### src/rtl/egTxPkg.sv
package egTxPkg;
  localparam int LAT_CODE_W = 2;
  localparam int LAT_MAX    = 1 << LAT_CODE_W;
  localparam int CFG_W      = LAT_CODE_W + 4;

  typedef struct packed {
    logic                  forceErr;
    logic                  parEn;
    logic                  fullHigh;
    logic                  fcEn;
    logic [LAT_CODE_W-1:0] latCode;
  } txCfgT;

  localparam txCfgT CFG_DEFAULT = '{forceErr: 1'b0, parEn: 1'b1, fullHigh: 1'b0,
                                    fcEn: 1'b1, latCode: {LAT_CODE_W{1'b1}}};

  typedef struct packed {
    logic load;
    logic drain;
  } txStrobeT;
endpackage

### src/rtl/egTxCtrl.sv
module egTxCtrl
  import egTxPkg::*;
(
  input  logic             clk,
  input  logic             rstN,
  input  logic             cfgWr,
  input  logic [CFG_W-1:0] cfgWdata,
  input  logic             txFull,
  input  logic             inValid,
  output logic             inReady,
  output txCfgT            cfgQ,
  output txStrobeT         strobe
);
  localparam int HIST_D = LAT_MAX - 1;

  logic              fullAct;
  logic [HIST_D-1:0] hist;
  logic              stallSel;
  logic              stall;

  always_ff @(posedge clk or negedge rstN) begin
    if (!rstN)      cfgQ <= CFG_DEFAULT;
    else if (cfgWr) cfgQ <= txCfgT'(cfgWdata);
  end

  assign fullAct = cfgQ.fullHigh ? txFull : ~txFull;

  // Delay line of polarity-adjusted full, one entry per cycle of age
  always_ff @(posedge clk or negedge rstN) begin
    if (!rstN) begin
      hist <= '0;
    end else begin
      hist[0] <= fullAct;
      for (int i = 1; i < HIST_D; i++) hist[i] <= hist[i-1];
    end
  end

  always_comb begin
    stallSel = fullAct;
    for (int i = 0; i < HIST_D; i++)
      if (cfgQ.latCode == LAT_CODE_W'(i + 1)) stallSel = hist[i];
  end

  assign stall        = cfgQ.fcEn & stallSel;
  assign inReady      = ~stall;
  assign strobe.load  = inValid & ~stall;
  assign strobe.drain = ~strobe.load;


  cfg_write_chk: assert property (@(posedge clk) disable iff (!rstN)
    $past(cfgWr) |-> (cfgQ == txCfgT'($past(cfgWdata))));
endmodule

### src/rtl/egTxDatapath.sv
module egTxDatapath
  import egTxPkg::*;
#(
  parameter int DATA_W = 32
) (
  input  logic              clk,
  input  logic              rstN,
  input  txStrobeT          strobe,
  input  txCfgT             cfgQ,
  input  logic [DATA_W-1:0] inData,
  output logic              txEn,
  output logic [DATA_W-1:0] txData,
  output logic              txPrty
);
  logic oddBit;

  always_ff @(posedge clk or negedge rstN) begin
    if (!rstN) begin
      txEn   <= 1'b0;
      txData <= '0;
    end else if (strobe.load) begin
      txEn   <= 1'b1;
      txData <= inData;
    end else if (strobe.drain) begin
      txEn   <= 1'b0;
    end
  end

  assign oddBit = ~^txData;
  assign txPrty = cfgQ.parEn & (oddBit ^ cfgQ.forceErr);


  odd_parity_chk: assert property (@(posedge clk) disable iff (!rstN)
    (txEn && cfgQ.parEn && !cfgQ.forceErr) |-> (^{txData, txPrty}));


  forced_error_chk: assert property (@(posedge clk) disable iff (!rstN)
    (txEn && cfgQ.parEn && cfgQ.forceErr) |-> !(^{txData, txPrty}));
endmodule

### src/rtl/egressTx.sv
module egressTx
  import egTxPkg::*;
#(
  parameter int DATA_W = 32
) (
  input  logic              clk,
  input  logic              rstN,
  input  logic              cfgWr,
  input  logic [CFG_W-1:0]  cfgWdata,
  input  logic              inValid,
  output logic              inReady,
  input  logic [DATA_W-1:0] inData,
  output logic              txEn,
  output logic [DATA_W-1:0] txData,
  output logic              txPrty,
  input  logic              txFull
);
  txCfgT    cfgQ;
  txStrobeT strobe;

  egTxCtrl uCtrl (
    .clk(clk), .rstN(rstN), .cfgWr(cfgWr), .cfgWdata(cfgWdata),
    .txFull(txFull), .inValid(inValid), .inReady(inReady),
    .cfgQ(cfgQ), .strobe(strobe)
  );

  egTxDatapath #(.DATA_W(DATA_W)) uDp (
    .clk(clk), .rstN(rstN), .strobe(strobe), .cfgQ(cfgQ), .inData(inData),
    .txEn(txEn), .txData(txData), .txPrty(txPrty)
  );

  // Assertion support: cycles since the last configuration write
  logic [2:0] cfgAge;
  logic       faPort;
  always_ff @(posedge clk or negedge rstN) begin
    if (!rstN)               cfgAge <= '0;
    else if (cfgWr)          cfgAge <= '0;
    else if (cfgAge != 3'd7) cfgAge <= cfgAge + 3'd1;
  end
  assign faPort = cfgQ.fullHigh ? txFull : ~txFull;


  send_after_accept_chk: assert property (@(posedge clk) disable iff (!rstN)
    $past(inValid && inReady) |-> (txEn && txData == $past(inData)));


  no_dup_chk: assert property (@(posedge clk) disable iff (!rstN)
    !$past(inValid && inReady) |-> !txEn);

  for (genvar k = 1; k <= LAT_MAX; k++) begin : gLatChk

    latency_bound_chk: assert property (@(posedge clk) disable iff (!rstN)
      (cfgAge >= 3'd5 && cfgQ.fcEn && cfgQ.latCode == LAT_CODE_W'(k - 1)
       && $past(faPort, k)) |-> !txEn);
  end
endmodule

### config.mk
export PLATFORM = sky130hd
export DESIGN_NAME = egressTx
export DESIGN_NICKNAME = d
export VERILOG_FILES = /design/src/rtl/egTxPkg.sv /design/src/rtl/egTxCtrl.sv /design/src/rtl/egTxDatapath.sv /design/src/rtl/egressTx.sv
export SDC_FILE = /design/constraint.sdc
export NUM_CORES = 1
export LEC_CHECK = 0
export ABC_AREA = 1
export ABC_CLOCK_PERIOD_IN_PS = 3880
export BUFFER_PORTS_ARGS = -buffer_cell sky130_fd_sc_hd__buf_2
export CAP_MARGIN = 20
export CORE_ASPECT_RATIO = 0.7
export CORE_UTILIZATION = 45
export CTS_CLUSTER_SIZE = 24
export DETAILED_ROUTE_END_ITERATION = 12
export GPL_TIMING_DRIVEN = 0
export HOLD_SLACK_MARGIN = 0.06
export PLACE_DENSITY = 0.73
export SLEW_MARGIN = 20
export SYNTH_ARGS = -nofsm -noshare
export SYNTH_HDL_FRONTEND = slang
export SYNTH_SLANG_ARGS = --single-unit
export TNS_END_PERCENT = 5
### constraint.sdc
create_clock -name clk -period 3.88 [get_ports clk]
set_clock_uncertainty 0.05 [all_clocks]
set_input_delay 0 -clock clk [delete_from_list [all_inputs] [get_ports clk]]
set_output_delay 0 -clock clk [all_outputs]
set_load 0.01 [all_outputs]
==> results.sh <==
export IMPL_ys_warn_count=0
export IMPL_grt_overflow=0
export IMPL_outcome="finished clean"
export IMPL_clk_pin_slew_ps=80
export IMPL_worstSetupPathType="register to register"
export IMPL_end_kind="register"
export IMPL_drv_slew=0
export IMPL_fillCellCount=441
export IMPL_cts_hold_buf=49
export IMPL_design_area_sq_um=3280
export IMPL_power_density_nw_per_um2=456
export IMPL_syn_avg_cell_area_sq_um=7.38
export IMPL_diodes=0
export IMPL_port_buffers=76
export IMPL_grt_usage=0.221
export IMPL_use_met2=0.387
export IMPL_netlist_cell_type_count=21
export IMPL_worstHoldPathType="input port to register"
export IMPL_holdWs_ps=105
export IMPL_grt_max_degree=43
export IMPL_rsz0062_at_grt="no"
export IMPL_grt_pass1_vias=2054
export IMPL_synth_area_sq_um=2240
export IMPL_drt_pass1_iterations=6
export IMPL_ctsResizeCount=0
export IMPL_top_usage_layer="met2"
export IMPL_antenna_found_initial=0
export IMPL_dpl_cell_area_sq_um=2700
export IMPL_syn_inst=303
export IMPL_use_met3=0.0476
export IMPL_synth_fp_nets=346
export IMPL_cp_arrival_ps=2380
export IMPL_first_iter_violations=66
export IMPL_grt_first_pass_wirelength_mm=8.85
export IMPL_ys_ff_latch=42
export IMPL_vias_per_cell=4.45
export IMPL_drcViolationCount=0
export IMPL_finish_utilization=0.687
export IMPL_tns_ps=0
export IMPL_final_cells=505
export IMPL_power_leakage_nw=1.84
export IMPL_numCtsBuffers=5
export IMPL_seq_area_frac_synth=0.472
export IMPL_wirelength_mm=5.58
export IMPL_post_cts_buffers=0
export IMPL_io_pins=78
export IMPL_core_area_sq_um=4780
export IMPL_ant_nets=0
export IMPL_die_area_sq_um=5260
export IMPL_die_x_microns=86.3
export IMPL_dp_hpwl_mm=3.64
export IMPL_grtUsageMet1=0.286
export IMPL_hold_viol=0
export IMPL_relSlewSlack=0.374
export IMPL_vias=2249
export IMPL_worst_skew_pair_late_latency_ps=290
export IMPL_syn_to_final_growth_pct=46.9
export IMPL_max_freq_mhz=454
export IMPL_clockBufferDepth=2
export IMPL_start_kind="register"
export IMPL_peakVddDrop_mv=0.211
export IMPL_min_period_ps=2200
export IMPL_cts_sinks=42
export IMPL_gp_congestion=0.791
export IMPL_cp_max_fo=10
export IMPL_num_rows=21
export IMPL_chipHeight_microns=61.0
export IMPL_finalCritPeriodShare=0.568
export IMPL_final_layout_size_suffix_gt1_frac=0.250
export IMPL_setup_viol=0
export IMPL_drv_cap=0
export IMPL_cp_required_ps=4060
export IMPL_start_util=0.468
export IMPL_tightest_slew_ps=939
export IMPL_wl_per_cell_microns=11.1
export IMPL_finalNetCount=478
export IMPL_cts_root_buf="clkbuf_8"
export IMPL_htreeDepth=2
export IMPL_cts_tree="done"
export IMPL_dp_cells=448
[report_power, final]
part	switching [mW]	leakage (nW)	total, mW	internal, mW
combinational	0.351	1.29	0.622	0.272
sequential	0.0716	0.505	0.584	0.513
clock	0.148	0.0482	0.292	0.144
total	0.571	1.84	1.50	0.928
[registers in the layout (all words and copies together), names as in the netlist]
register / cells
uDp.txData: 32
uCtrl.cfgQ: 6
uCtrl.hist: 3
uDp.txEn: 1
[layer usage]
metal / up-vias / routed length [microns]
met1: 993 / 2740
met3: 9 / 233
met5: - / 0
met4: 0 / 57
met2: 67 / 2560
li1: 1180 / -
[layout by cell type, fill, tap and decap left out, types with 2 or more instances in the layout]
master / synthesis / layout
buf_2: 3 / 79
clkbuf_1: 1 / 2
clkbuf_8: 0 / 6
dfrtp_1: 38 / 38
dfstp_2: 4 / 4
dlygate4sd3_1: 0 / 49
inv_1: 29 / 29
mux2_2: 3 / 3
nand2_1: 163 / 163
nand2_2: 10 / 10
nand3_1: 5 / 5
nor2_1: 4 / 4
o21ai_0: 21 / 21
xnor2_1: 7 / 7
xor2_1: 7 / 7
[synth_stat cells]
cell | number | area (sq um)
a21oi_1 | 1 | 5.00
buf_12 | 1 | 20.0
buf_2 | 3 | 15.0
buf_6 | 1 | 11.3
clkbuf_1 | 1 | 3.75
clkbuf_2 | 1 | 5.00
dfrtp_1 | 38 | 951
dfstp_2 | 4 | 105
inv_1 | 29 | 109
inv_2 | 1 | 3.75
mux2_2 | 3 | 33.8
nand2_1 | 163 | 612
nand2_2 | 10 | 62.6
nand2_4 | 1 | 11.3
nand3_1 | 5 | 25.0
nand3b_1 | 1 | 7.51
nor2_1 | 4 | 15.0
o21ai_0 | 21 | 105
o22ai_2 | 1 | 12.5
xnor2_1 | 7 | 61.3
xor2_1 | 7 | 61.3
[final cells by class]
| type | instances | area [sq um] | share of cell area |
|---|---|---|---|
| clock inverter | 1 | 5.00 | 0.00152 |
| buffer | 7 | 55.1 | 0.0168 |
| clock buffer | 7 | 86.3 | 0.0263 |
| multi-input combinational | 224 | 1010 | 0.308 |
| timing repair buffer | 125 | 871 | 0.265 |
| tap | 69 | 86.3 | 0.0263 |
| inverter | 30 | 113 | 0.0343 |
| sequential | 42 | 1060 | 0.322 |
[stage by stage]
stage / setup slack [ps] / power [mW]
after floorplan: 2330 / 0.983
after global placement: 2230 / 1.15
after detailed placement: 2180 / 1.16
after CTS: 1700 / 1.51
after global routing: 1470 / 1.63
final: 1680 / 1.50
[final timing paths]
kind,cells after the start,from,to,slack [ps]
max in group asynchronous,2,rstN,uDp.txData[18],2860
min in group asynchronous,2,rstN,uDp.txData[7],340
worst max-delay path,10,uCtrl.cfgQ[0],uDp.txData[22],1680
worst max register to register,10,uCtrl.cfgQ[0],uDp.txData[22],1680
worst min register to register,0,uCtrl.hist[0],uCtrl.hist[1],330
worst min-delay path,2,cfgWr,uCtrl.cfgQ[4],110
[critical path: stages, from the launching register on]
cell and delay (ps):
dfstp_2 540, inv_1 60, o21ai_0 180, o22ai_2 120, nand2_2 100, nand2_4 90, inv_2 90, buf_2 210
nand2_1 80, nand2_1 70, dlygate4sd3_1 550
[kinds of logic (layout without fill, tap and decap cells)]
family | Yosys count | after routing | share of synthesized area
compound gates | 23 | 23 | 0.0548
simple gates | 184 | 184 | 0.328
mux | 3 | 3 | 0.0151
buf+inv | 37 | 170 | 0.0750
xor+xnor | 14 | 14 | 0.0548
flops | 42 | 42 | 0.472
Note: power is estimated with default switching activity, not from simulation.
